`config.mk`:
```
export PLATFORM = sky130hd
export DESIGN_NAME = erq_issue_gate
export DESIGN_NICKNAME = d
export VERILOG_FILES = /design/src/rtl/erq_pkg.sv /design/src/rtl/erq_bank_tracker.sv /design/src/rtl/erq_issue_fsm.sv /design/src/rtl/erq_issue_gate.sv
export SDC_FILE = /design/constraint.sdc
export NUM_CORES = 1
export LEC_CHECK = 0
export ABC_AREA = 1
export ABC_CLOCK_PERIOD_IN_PS = 1500
export BUFFER_PORTS_ARGS = -buffer_cell sky130_fd_sc_hd__buf_2
export CORE_ASPECT_RATIO = 0.75
export CORE_MARGIN = 5
export CORE_UTILIZATION = 35
export CTS_CLUSTER_DIAMETER = 40
export DETAILED_ROUTE_END_ITERATION = 7
export HOLD_SLACK_MARGIN = 0.05
export PLACE_DENSITY_LB_ADDON = 0.12
export SYNTH_ARGS = -nofsm -noshare
export SYNTH_HDL_FRONTEND = slang
export SYNTH_HIERARCHICAL = 1
export SYNTH_SLANG_ARGS = --single-unit
```
`constraint.sdc`:
```
create_clock -name clk -period 1.5 [get_ports clk]
set_input_delay 0.075 -clock clk [delete_from_list [all_inputs] [get_ports clk]]
set_output_delay 0.075 -clock clk [all_outputs]
set_load 0.005 [all_outputs]
```
`src/rtl/erq_pkg.sv`:
```
package erq_pkg;

  typedef enum logic [1:0] {
    ST_IDLE    = 2'd0,
    ST_REQ     = 2'd1,
    ST_BACKOFF = 2'd2,
    ST_DRIVE   = 2'd3
  } erq_state_e;

endpackage

```
`src/rtl/erq_bank_tracker.sv`:
```
module erq_bank_tracker #(
  parameter int BANK_W = 4
) (
  input  logic              clk,
  input  logic              rst_n,
  input  logic              set_vld_i,
  input  logic [BANK_W-1:0] set_bank_i,
  input  logic              clr_vld_i,
  input  logic [BANK_W-1:0] clr_bank_i,
  input  logic [BANK_W-1:0] query_bank_i,
  output logic              query_busy_o
);

  localparam int NUM_BANKS = 1 << BANK_W;

  logic [NUM_BANKS-1:0] busy_q;

  for (genvar gi = 0; gi < NUM_BANKS; gi++) begin : g_bank
    logic set_hit;
    logic clr_hit;
    logic busy_d;
    logic upd_en;

    assign set_hit = set_vld_i && (set_bank_i == BANK_W'(gi));
    assign clr_hit = clr_vld_i && (clr_bank_i == BANK_W'(gi));
    assign upd_en  = set_hit || clr_hit;
    // a new address cycle to the bank outranks a release in the same cycle
    assign busy_d  = set_hit;

    always_ff @(posedge clk or negedge rst_n) begin
      if (!rst_n) begin
        busy_q[gi] <= 1'b0;
      end else if (upd_en) begin
        busy_q[gi] <= busy_d;
      end
    end
  end

  assign query_busy_o = busy_q[query_bank_i];

endmodule

```
`src/rtl/erq_issue_fsm.sv`:
```
module erq_issue_fsm
  import erq_pkg::*;
(
  input  logic clk,
  input  logic rst_n,
  input  logic probe_vld_i,
  input  logic tag_done_i,
  input  logic tag_hit_i,
  input  logic bus_gnt_i,
  input  logic bank_busy_i,
  output logic load_en_o,
  output logic bus_req_o,
  output logic drive_o,
  output logic done_o,
  output logic probe_rdy_o
);

  erq_state_e state_q;
  erq_state_e state_d;
  logic       done_q;
  logic       hit_now;

  assign hit_now = tag_done_i && tag_hit_i;

  always_comb begin
    state_d = state_q;
    case (state_q)
      ST_IDLE: begin
        if (probe_vld_i) state_d = ST_REQ;
      end
      ST_REQ: begin
        if (hit_now) begin
          state_d = ST_IDLE;
        end else if (bus_gnt_i) begin
          state_d = bank_busy_i ? ST_BACKOFF : ST_DRIVE;
        end
      end
      ST_BACKOFF: begin
        state_d = hit_now ? ST_IDLE : ST_REQ;
      end
      ST_DRIVE: begin
        state_d = ST_IDLE;
      end
      default: state_d = ST_IDLE;
    endcase
  end

  always_ff @(posedge clk or negedge rst_n) begin
    if (!rst_n) begin
      state_q <= ST_IDLE;
      done_q  <= 1'b0;
    end else begin
      state_q <= state_d;
      done_q  <= (state_q == ST_DRIVE);
    end
  end

  assign probe_rdy_o = (state_q == ST_IDLE);
  assign load_en_o   = probe_rdy_o && probe_vld_i;
  assign bus_req_o   = (state_q == ST_REQ);
  assign drive_o     = (state_q == ST_DRIVE);
  assign done_o      = done_q;

endmodule

```
`src/rtl/erq_issue_gate.sv`:
```
module erq_issue_gate #(
  parameter int ADDR_W   = 32,
  parameter int CMD_W    = 4,
  parameter int BANK_W   = 4,
  parameter int BANK_LSB = 6
) (
  input  logic              clk,
  input  logic              rst_n,
  input  logic              probe_vld_i,
  input  logic [ADDR_W-1:0] probe_addr_i,
  input  logic [CMD_W-1:0]  probe_cmd_i,
  output logic              probe_rdy_o,
  input  logic              tag_done_i,
  input  logic              tag_hit_i,
  output logic              bus_req_o,
  input  logic              bus_gnt_i,
  input  logic              busy_set_vld_i,
  input  logic [BANK_W-1:0] busy_set_bank_i,
  input  logic              busy_clr_vld_i,
  input  logic [BANK_W-1:0] busy_clr_bank_i,
  output logic              bus_vld_o,
  output logic [ADDR_W-1:0] bus_addr_o,
  output logic [CMD_W-1:0]  bus_cmd_o,
  output logic [BANK_W-1:0] bus_bank_o,
  output logic              done_o
);

  logic [ADDR_W-1:0] addr_q;
  logic [CMD_W-1:0]  cmd_q;
  logic [BANK_W-1:0] bank_dec;
  logic              load_en;
  logic              drive;
  logic              bank_busy;

  always_ff @(posedge clk or negedge rst_n) begin
    if (!rst_n) begin
      addr_q <= '0;
      cmd_q  <= '0;
    end else if (load_en) begin
      addr_q <= probe_addr_i;
      cmd_q  <= probe_cmd_i;
    end
  end

  assign bank_dec = addr_q[BANK_LSB +: BANK_W];

  erq_bank_tracker #(
    .BANK_W (BANK_W)
  ) u_tracker (
    .clk          (clk),
    .rst_n        (rst_n),
    .set_vld_i    (busy_set_vld_i),
    .set_bank_i   (busy_set_bank_i),
    .clr_vld_i    (busy_clr_vld_i),
    .clr_bank_i   (busy_clr_bank_i),
    .query_bank_i (bank_dec),
    .query_busy_o (bank_busy)
  );

  erq_issue_fsm u_fsm (
    .clk         (clk),
    .rst_n       (rst_n),
    .probe_vld_i (probe_vld_i),
    .tag_done_i  (tag_done_i),
    .tag_hit_i   (tag_hit_i),
    .bus_gnt_i   (bus_gnt_i),
    .bank_busy_i (bank_busy),
    .load_en_o   (load_en),
    .bus_req_o   (bus_req_o),
    .drive_o     (drive),
    .done_o      (done_o),
    .probe_rdy_o (probe_rdy_o)
  );

  assign bus_vld_o  = drive;
  assign bus_addr_o = drive ? addr_q   : '0;
  assign bus_cmd_o  = drive ? cmd_q    : '0;
  assign bus_bank_o = drive ? bank_dec : '0;

endmodule

```
# Yosys cells after proc, flatten, opt, wreduce, memory -nomap -nowiden
# Cells that the tools add are included.
classes:
  eq_ne: 35
  muxes: 11
  n_reduce_logical: 54
  magnitude_cmp: 1
ops:
  columns: ["operator", "n"]
  rows:
  - ["equality test 4 bit, second input constant", 16]
  - ["logical AND 1 bit", 34]
  - ["equality test 4 x 3 -> 1 bit, second input constant", 8]
  - ["two-way mux 32 bit", 1]
  - ["equality test 4 x 2 -> 1 bit, second input constant", 4]
  - ["logical OR 1 bit", 16]
  - ["equality test 4 x 1 -> 1 bit, second input constant", 2]
  - ["logical NOT 4 bit", 2]
  - ["two-way mux 4 bit", 2]
  - ["one-hot mux 2 bit (4 select lines)", 1]
  - ["two-way mux 2 bit", 3]
  - ["less-than comparator 4 x 5 -> 1 bit, second input constant", 1]
  - ["binary-select mux 1 bit (select 4 bit)", 1]
  - ["equality test 2 bit, second input constant", 2]
  - ["two-way mux 1 bit", 3]
  - ["inequality test 3 x 1 -> 1 bit, second input constant", 1]
  - ["equality test 2 x 1 -> 1 bit, second input constant", 1]
  - ["logical NOT 2 bit", 1]
  - ["inequality test 2 bit, second input constant", 1]
  - ["AND reduction 2 bit", 1]
totals:
  wordCells: 121
  output_inout_bits: 44
  inputBits: 52
  register_bits: 55

# Logic depth before layout (Yosys ltp)
# Gate-level depths: netlist of the first run.
depth:
  ltp_word: 6
  mapped_depth: 10
  depth_no_buf: 9

# By module
# Netlist of the first run, hierarchy kept.
modules_own_cells:
  columns: ["mod", "area_each_um2", "seq_area_each_um2", "cells_each", "n_inst"]
  rows:
  - ["erq_issue_gate", 1749.2, 900.9, 232, 1]
  - ["erq_bank_tracker", 947.2, 400.4, 141, 1]
  - ["erq_issue_fsm", 152.6, 75.1, 21, 1]

# Worst setup path after synthesis of the first run
# OpenSTA, ideal clock, no wires.
synth_path:
  kind: "reg-to-reg"
  start: "register addr_q[6]"
  end: "register u_fsm.state_q[0]"
  arrival_time_ns: 1.130
  required_ns: 1.435
  synth_period_minus_slack_ns: 1.195
  slack_ns: 0.305
  setup_ns: 0.065
  path_buffers: 1
  stages_incl_launch_ff: 11
  cell_sequence: "dfrtp_1 > buf_6 > inv_2 > nand2_1 > nand3_1 > nand3_1 > nand3_1 > nand2_1 > o21ai_0 > nand2_1 > nand2_1"
synth_via:
  elab_chain_cells: 6
synth_rtl:
  columns: ["element", "line", "text"]
  rows:
  - ["start: declaration", "erq_issue_gate.sv:28", "logic [ADDR_W-1:0] addr_q;"]
  - ["start signal: assignment", "erq_issue_gate.sv:40", "addr_q <= probe_addr_i;"]
  - ["binary-select mux 1 bit (select 4 bit)", "erq_bank_tracker.sv:39", "assign query_busy_o = busy_q[query_bank_i];"]
  - ["two-way mux 1 bit (implied by the code)", "erq_bank_tracker.sv:39", null]
  - ["via bank_busy", "erq_issue_gate.sv:33", "logic bank_busy;"]
  - ["two-way mux 1 bit", "erq_issue_fsm.sv:35", "state_d = bank_busy_i ? ST_BACKOFF : ST_DRIVE;"]
  - ["two-way mux 2 bit", "erq_issue_fsm.sv:34", "end else if (bus_gnt_i) begin"]
  - ["two-way mux 2 bit", "erq_issue_fsm.sv:32", "if (hit_now) begin"]
  - ["one-hot mux 2 bit (4 select lines)", "erq_issue_fsm.sv:27", "case (state_q)"]
  - ["end signal: assignment", "erq_issue_fsm.sv:53", "state_q <= state_d;"]
  - ["end: declaration", "erq_issue_fsm.sv:18", "erq_state_e state_q;"]
# The timed path passes the listed nets, and every way through them passes these cells. The select of a mux whose other input is x is not followed.
# A chain may end at the register's enable or synchronous reset.

# Final worst setup path of the first run
layout_path:
  start: "register u_fsm.state_q[1]"
  end: "register u_fsm.state_q[1]"
layout_via:
  elab_chain_cells: 3
  elab_cells_between_ends: 8
  cone_classes: "5 x eq/ne; 1 x mux; 2 x reduce/logical"
layout_rtl:
  columns: ["element", "line"]
  rows:
  - ["equality test 2 x 1 -> 1 bit or logical NOT 2 bit (tied branches)", "erq_issue_fsm.sv:27"]
  - ["inequality test 3 x 1 -> 1 bit (no source line) or inequality test 2 bit (tied branches)", null]
  - ["AND reduction 2 bit (no source line)", null]
# Several ways; a longest one is shown, not always the timed one.

==> results_dict.tcl, run 1 <==
set metrics [dict create \
    skew_ps 3.15 \
    syn_inst 394 \
    initial_core_util_pct 36.0 \
    power_density_mw_per_mm2 1410 \
    detail-route-antenna-nets 0 \
    cts_tree "done" \
    period_share_pct 98.8 \
    grt_max_degree 56 \
    crit_top_cell "nand2_1" \
    hp-class "primary input to flop" \
    gr-total-overflow 0 \
    power.leakage_nw 2.50 \
    syn_area_mm2 0.00285 \
    cts.path.max_buffers 2 \
    ys_ff_latch 55 \
    clk_pin_slew_ps 90 \
    synth_nets 446 \
    synth_xor_area_share_pct 0 \
    synth.avg_cell_area_um2 7.23 \
    yosysWarningCount 6 \
    grt_pass1_wl_um 12500 \
    dp_cells 583 \
    tightest_slew_ps 322 \
    wire_per_inst_um 12.7 \
    path_class "flop to flop" \
    fmaxAchievable_ghz 0.675 \
    max_slew_margin_pct 78.5 \
    yosysSeqAreaShare_pct 48.3 \
    fin_crit_ps 1480 \
    die_h_um 88.1 \
    end_kind "flop" \
    cp_slowest_stage_delay_ps 580 \
    worstPathArrival_ps 1710 \
    cp-start-kind "flop" \
    maxCapViolCount 0 \
    htree_levels 2 \
    cts-buffers-inserted 5 \
    grtUsageMet3_pct 3.25 \
    final_nets 582 \
    worstPathMaxFanout 5 \
    nFillCells 823 \
    clock-sinks 55 \
    top_level_ports 96 \
    drive_gt1_share_pct 25.7 \
    final_hold_viol_count 0 \
    antenna_found_initial 0 \
    synthAdderAreaFrac_pct 0 \
    areaGrowthSynthToFinish_pct 41.4 \
    rsz0062_at_grt "yes" \
    outcome "finished, final reports clean" \
    avgViaCountPerCell 4.34 \
    die-area_mm2 0.0101 \
    first_pass_iters 4 \
    vias 2756 \
    vdd_drop_max_v 0.000638 \
    rows 28 \
    synth_compound_area_share_pct 3.56 \
    dp_hpwl_um 5350 \
    synthSimpleGateAreaFrac_pct 33.5 \
    setup_viol_count_final 0 \
    met2_usage_pct 23.7 \
    cts_root_buf "clkbuf_8" \
    busiest_layer "met2" \
    routed_wl_um 8060 \
    finalPower_mw 5.67 \
    crit_chain "inv_1 > nand2_1 > inv_2 > nand2_1 > a21oi_1 > dlygate4sd3_1" \
    fin_hold_ws_ps 79.0 \
    synth_mux_area_share_pct 0 \
    grt_pass1_vias 2627 \
    clk_latency_ps 300 \
    gp_congestion 0.800 \
    fin_util_pct 50.9 \
    dieWidth_um 114 \
    multi_input_area_mm2 0.00106 \
    port_buffers 95 \
    synth_top_family_by_area "simple AND/OR/NAND/NOR gates" \
    crit_path_top_delay_cell "dlygate4sd3_1" \
    met1_usage_pct 23.2 \
    antenna_cells 0 \
    drt_iter0_drc 167 \
    track_usage_pct 15.7 \
    seq_area_mm2 0.00138 \
    synth_cell_types 18 \
    crit_required_ps 1730 \
    instances_no_fill 635 \
    slew_violations 0 \
    drc_errors 0 \
    core-area_mm2 0.00792 \
]
==> cell type report <==
| cell class | instances | area share [%] |
|---|---|---|
| Timing Repair Buffer | 145 | 26.6 |
| Tap cell | 105 | 3.26 |
| Clock inverter | 1 | 0.745 |
| Inverter | 70 | 6.96 |
| Sequential cell | 55 | 34.2 |
| Multi-Input combinational cell | 253 | 26.4 |
| Clock buffer | 6 | 1.80 |
==> state kept, by name, summed over array words and instances (netlist names) <==
signal,flops
cmd_q,4
u_fsm/state_q,2
u_tracker/busy_q,16
addr_q,32
u_fsm/done_o,1
==> cells by family (layout without fill, tap and decap cells) <==
kind of cell           after synthesis  after routing
AND/OR/NAND/NOR                    233            233
buffers and inverters               86            222
flip-flops                          55             55
AO/OA/AOI/OAI                       20             20
==> timing repair <==
item / CTS / global route
hold endpoints to repair: 93 / 0
hold buffers: 39 / 0
cloned: 1 / 3
gates resized for setup: 4 / 9
endpoints found under the setup margin: 6 / 47
setup buffers: 1 / 1
==> synth_stat cells <==
cell type	number	area, µm²
nand2_1	187	702
inv_1	66	248
dfrtp_1	55	1380
nand3_1	23	115
o21ai_0	18	90.1
buf_4	11	82.6
nand2_2	11	68.8
nor2_1	5	18.8
buf_6	4	45.0
nor3_1	4	20.0
inv_2	3	11.3
a21oi_1	1	5.00
and3_1	1	6.26
buf_12	1	20.0
inv_8	1	11.3
nor2_2	1	6.26
nor3_4	1	16.3
o22ai_1	1	6.26
==> per-stage QoR <==
step                setup TNS, ps  setup WS [ps]  area [µm²]
floorplan                       0            305        2850
global placement                0           67.9        3400
detailed placement              0           55.3        3400
CTS                             0           1.50        3930
global route                -10.9          -6.50        4030
finish                          0           17.5        4030
==> worst max-delay path, delay by kind of cell, from the launching register on <==
| family | cells | cell delay (ps) |
|---|---|---|
| flip-flops | 1 | 460 |
| AND/OR/NAND/NOR | 2 | 100 |
| buffers and inverters | 3 | 730 |
| AO/OA/AOI/OAI | 1 | 130 |
==> report_power, final <==
part           total, mW  switching, mW  internal [mW]
registers           2.48          0.410           2.07
clock network      0.949          0.458          0.490
logic               2.24           1.23           1.02
==> layout by cell type (no fill, tap or decap), drive strengths merged, types with 5 or more instances in the layout <==
master / n
buf: 103
clkbuf: 9
dfrtp: 55
dlygate4sd3: 39
inv: 70
nand2: 198
nand3: 23
nor2: 6
nor3: 5
o21ai: 18
==> path summary, 6_finish.rpt <==
check                                       end               start  cells after the start  slack (ps)
hold reg to reg                      addr_q[30]          addr_q[30]                      2         480
setup / recovery               u_fsm/state_q[1]    u_fsm/state_q[1]                      6          20
max in group asynchronous      u_fsm/state_q[1]               rst_n                      3         930
setup reg to reg               u_fsm/state_q[1]    u_fsm/state_q[1]                      6          20
hold / removal             u_tracker/busy_q[12]  busy_set_bank_i[0]                      4          80
min in group asynchronous   u_tracker/busy_q[5]               rst_n                      3         280
==> layer usage <==
metal	wire (µm)	up-vias
met4	55	0
li1	-	1431
met1	4020	1236
met2	3420	84
met3	562	5
met5	0	-
Note: power is estimated with default switching activity, not from simulation.
==> run 2: changes to the inputs <==
PLACE_DENSITY = 0.62   (was default)
PLACE_DENSITY_LB_ADDON = default   (was 0.12)
==> run 2 against run 1 <==
  * Register-to-register slack improved by 70 ps
  * Global-route usage is 0.15 points lower
  * Clock power shrank 15%
  * Wire length down 3.6%
  * Sequential share of layout area increased by 1.3 points
  * Clock-buffer cell count unchanged
  * Worst hold slack worse by 1.7 ps
  * Critical endpoint unchanged
  * Largest cell class unchanged
  * Largest power group unchanged
==> results_dict.tcl, run 2 (synthesis results as in run 1) <==
set metrics [dict create \
    outcome "finished, final reports clean" \
    drt-met1-wl_um 3650 \
    mostFrequentLayoutCells "187 x nand2_1, 95 x buf_2, 64 x inv_1" \
    wire_per_inst_um 12.3 \
    port_buffers 95 \
    min_to "u_fsm/state_q[0]" \
    clock-sinks 55 \
    gr-total-overflow 0 \
    setup_viol_count_final 0 \
    final_common_cell "nand2_1" \
    slew_violations 0 \
    final_hold_viol_count 0 \
    cts_root_buf "clkbuf_8" \
    cp-start-kind "flop" \
    worstPathArrival_ps 1600 \
    crit_chain "buf_4 > nand2_1 > inv_2 > nand2_1 > a21oi_1 > dlygate4sd3_1" \
    grt_pass1_vias 2626 \
    worstHoldStart "tag_hit_i" \
    top_register "addr_q" \
    crit_top_cell "nand2_1" \
    antenna_cells 0 \
    tightest_slew_ps 294 \
    max_slew_margin_pct 80.3 \
    cts-buffers-inserted 5 \
    detail-route-antenna-nets 0 \
    regToRegEndpoint "u_fsm/state_q[1]" \
    areaGrowthSynthToFinish_pct 36.0 \
    min_delay_path_depth 4 \
    gp_congestion 0.833 \
    grt_max_degree 56 \
    track_usage_pct 15.5 \
    skew_ps 6.64 \
    cts_tree "done" \
    grt_pass1_wl_um 12600 \
    final_nets 579 \
    routed-wl-met2_um 3670 \
    drc_errors 0 \
    top_regs "addr_q: 32 flops, u_tracker/busy_q: 16 flops, cmd_q: 4 flops" \
    clk_latency_ps 300 \
    finalPower_mw 5.27 \
    rows 28 \
    r2r_start "u_fsm/state_q[0]" \
    avgViaCountPerCell 4.36 \
    clk_pin_slew_ps 100 \
    vias 2762 \
    hp-class "primary input to flop" \
    critPathBufInv 3 \
    period_share_pct 93.9 \
    path_class "flop to flop" \
    met3_length_um 409 \
    cts.path.max_buffers 2 \
    highest_layer "met4" \
    fmaxAchievable_ghz 0.710 \
    dp_hpwl_um 5440 \
    fin_hold_ws_ps 77.3 \
    worstPathMaxFanout 4 \
    dieWidth_um 114 \
    power_density_mw_per_mm2 1360 \
    cp_num_cells 6 \
    drt_iter0_drc 192 \
    largest_reg_flops 32 \
    crit_required_ps 1690 \
    end_kind "flop" \
    die_h_um 88.1 \
    fin_crit_ps 1410 \
    fin_util_pct 48.9 \
    core-area_mm2 0.00792 \
    vdd_drop_max_v 0.000827 \
    r2r_slack_ps 90 \
    top_level_ports 96 \
    power.leakage_nw 2.44 \
    routed_wl_um 7770 \
    worstRegToRegCells 6 \
    drive_gt1_share_pct 24.6 \
    cp_slowest_stage_delay_ps 550 \
    crit_path_top_delay_cell "dlygate4sd3_1" \
    maxCapViolCount 0 \
    antenna_found_initial 0 \
    crit_family "buffers and inverters" \
    die-area_mm2 0.0101 \
    first_pass_iters 4 \
    htree_levels 2 \
    initial_core_util_pct 36.0 \
]
## run 2: cell count changes in the layout (fill, tap and decap cells not counted), moves of 2 or more
cell and change:
buf_12 -2, buf_4 +2, clkbuf_16 -3, nand2_1 +2
## run 2: area by class of cell
class	instances	area, µm²
Tap cell	105	131
Fill cell	824	4040
Multi-Input combinational cell	253	1050
Inverter	70	270
Timing Repair Buffer	142	955
Sequential cell	55	1380
Clock inverter	2	12.5
Clock buffer	6	72.6
## run 2: how the worst max path moves through the flow
stage | start | endpoint | slack (ps)
5_1_grt | u_fsm/state_q[1] | bus_addr_o[6] | -10
3_5_place_dp | addr_q[6] | u_fsm/state_q[0] | 120
6_report | u_fsm/state_q[0] | u_fsm/state_q[1] | 90
3_3_place_gp | addr_q[6] | u_fsm/state_q[0] | 240
2_1_floorplan | addr_q[6] | u_fsm/state_q[0] | 300
4_1_cts | u_fsm/state_q[1] | bus_cmd_o[0] | 30
## run 2: stage by stage
step / TNS (ps) / setup slack (ps) / instances / area, µm²
after detailed placement: 0 / 124 / 584 / 3370
after global routing: -23.8 / -9.57 / 633 / 3870
final: 0 / 92.0 / 633 / 3870
after CTS: 0 / 32.2 / 631 / 3840
after global placement: 0 / 240 / 584 / 3370
after floorplan: 0 / 305 / 394 / 2850
## run 2: worst register-to-register path, stage by stage (launching register included)
cell and delay [ps]:
dfrtp_1 420, buf_4 150, nand2_1 70, inv_2 40, nand2_1 50, a21oi_1 30, dlygate4sd3_1 550
## run 2: routing by layer
metal,vias up,track usage [%]
li1,1422,-
met1,1258,21.6
met2,78,25.6
met3,4,2.62
met4,0,3.88
met5,-,0
## run 2: power breakdown
group	leakage (nW)	internal (mW)	switching (mW)	total, mW
sequential	0.672	2.07	0.393	2.46
combinational	1.72	0.839	1.16	2.00
clock	0.0412	0.328	0.479	0.807
## run 2: what timing repair did
item | CTS | global route
pin swaps | 0 | 1
setup buffers | 0 | 2
hold buffers | 39 | 0
setup endpoints to repair | 20 | 38
cloned | 0 | 0
gates resized for setup | 1 | 6
hold endpoints to repair | 93 | 0
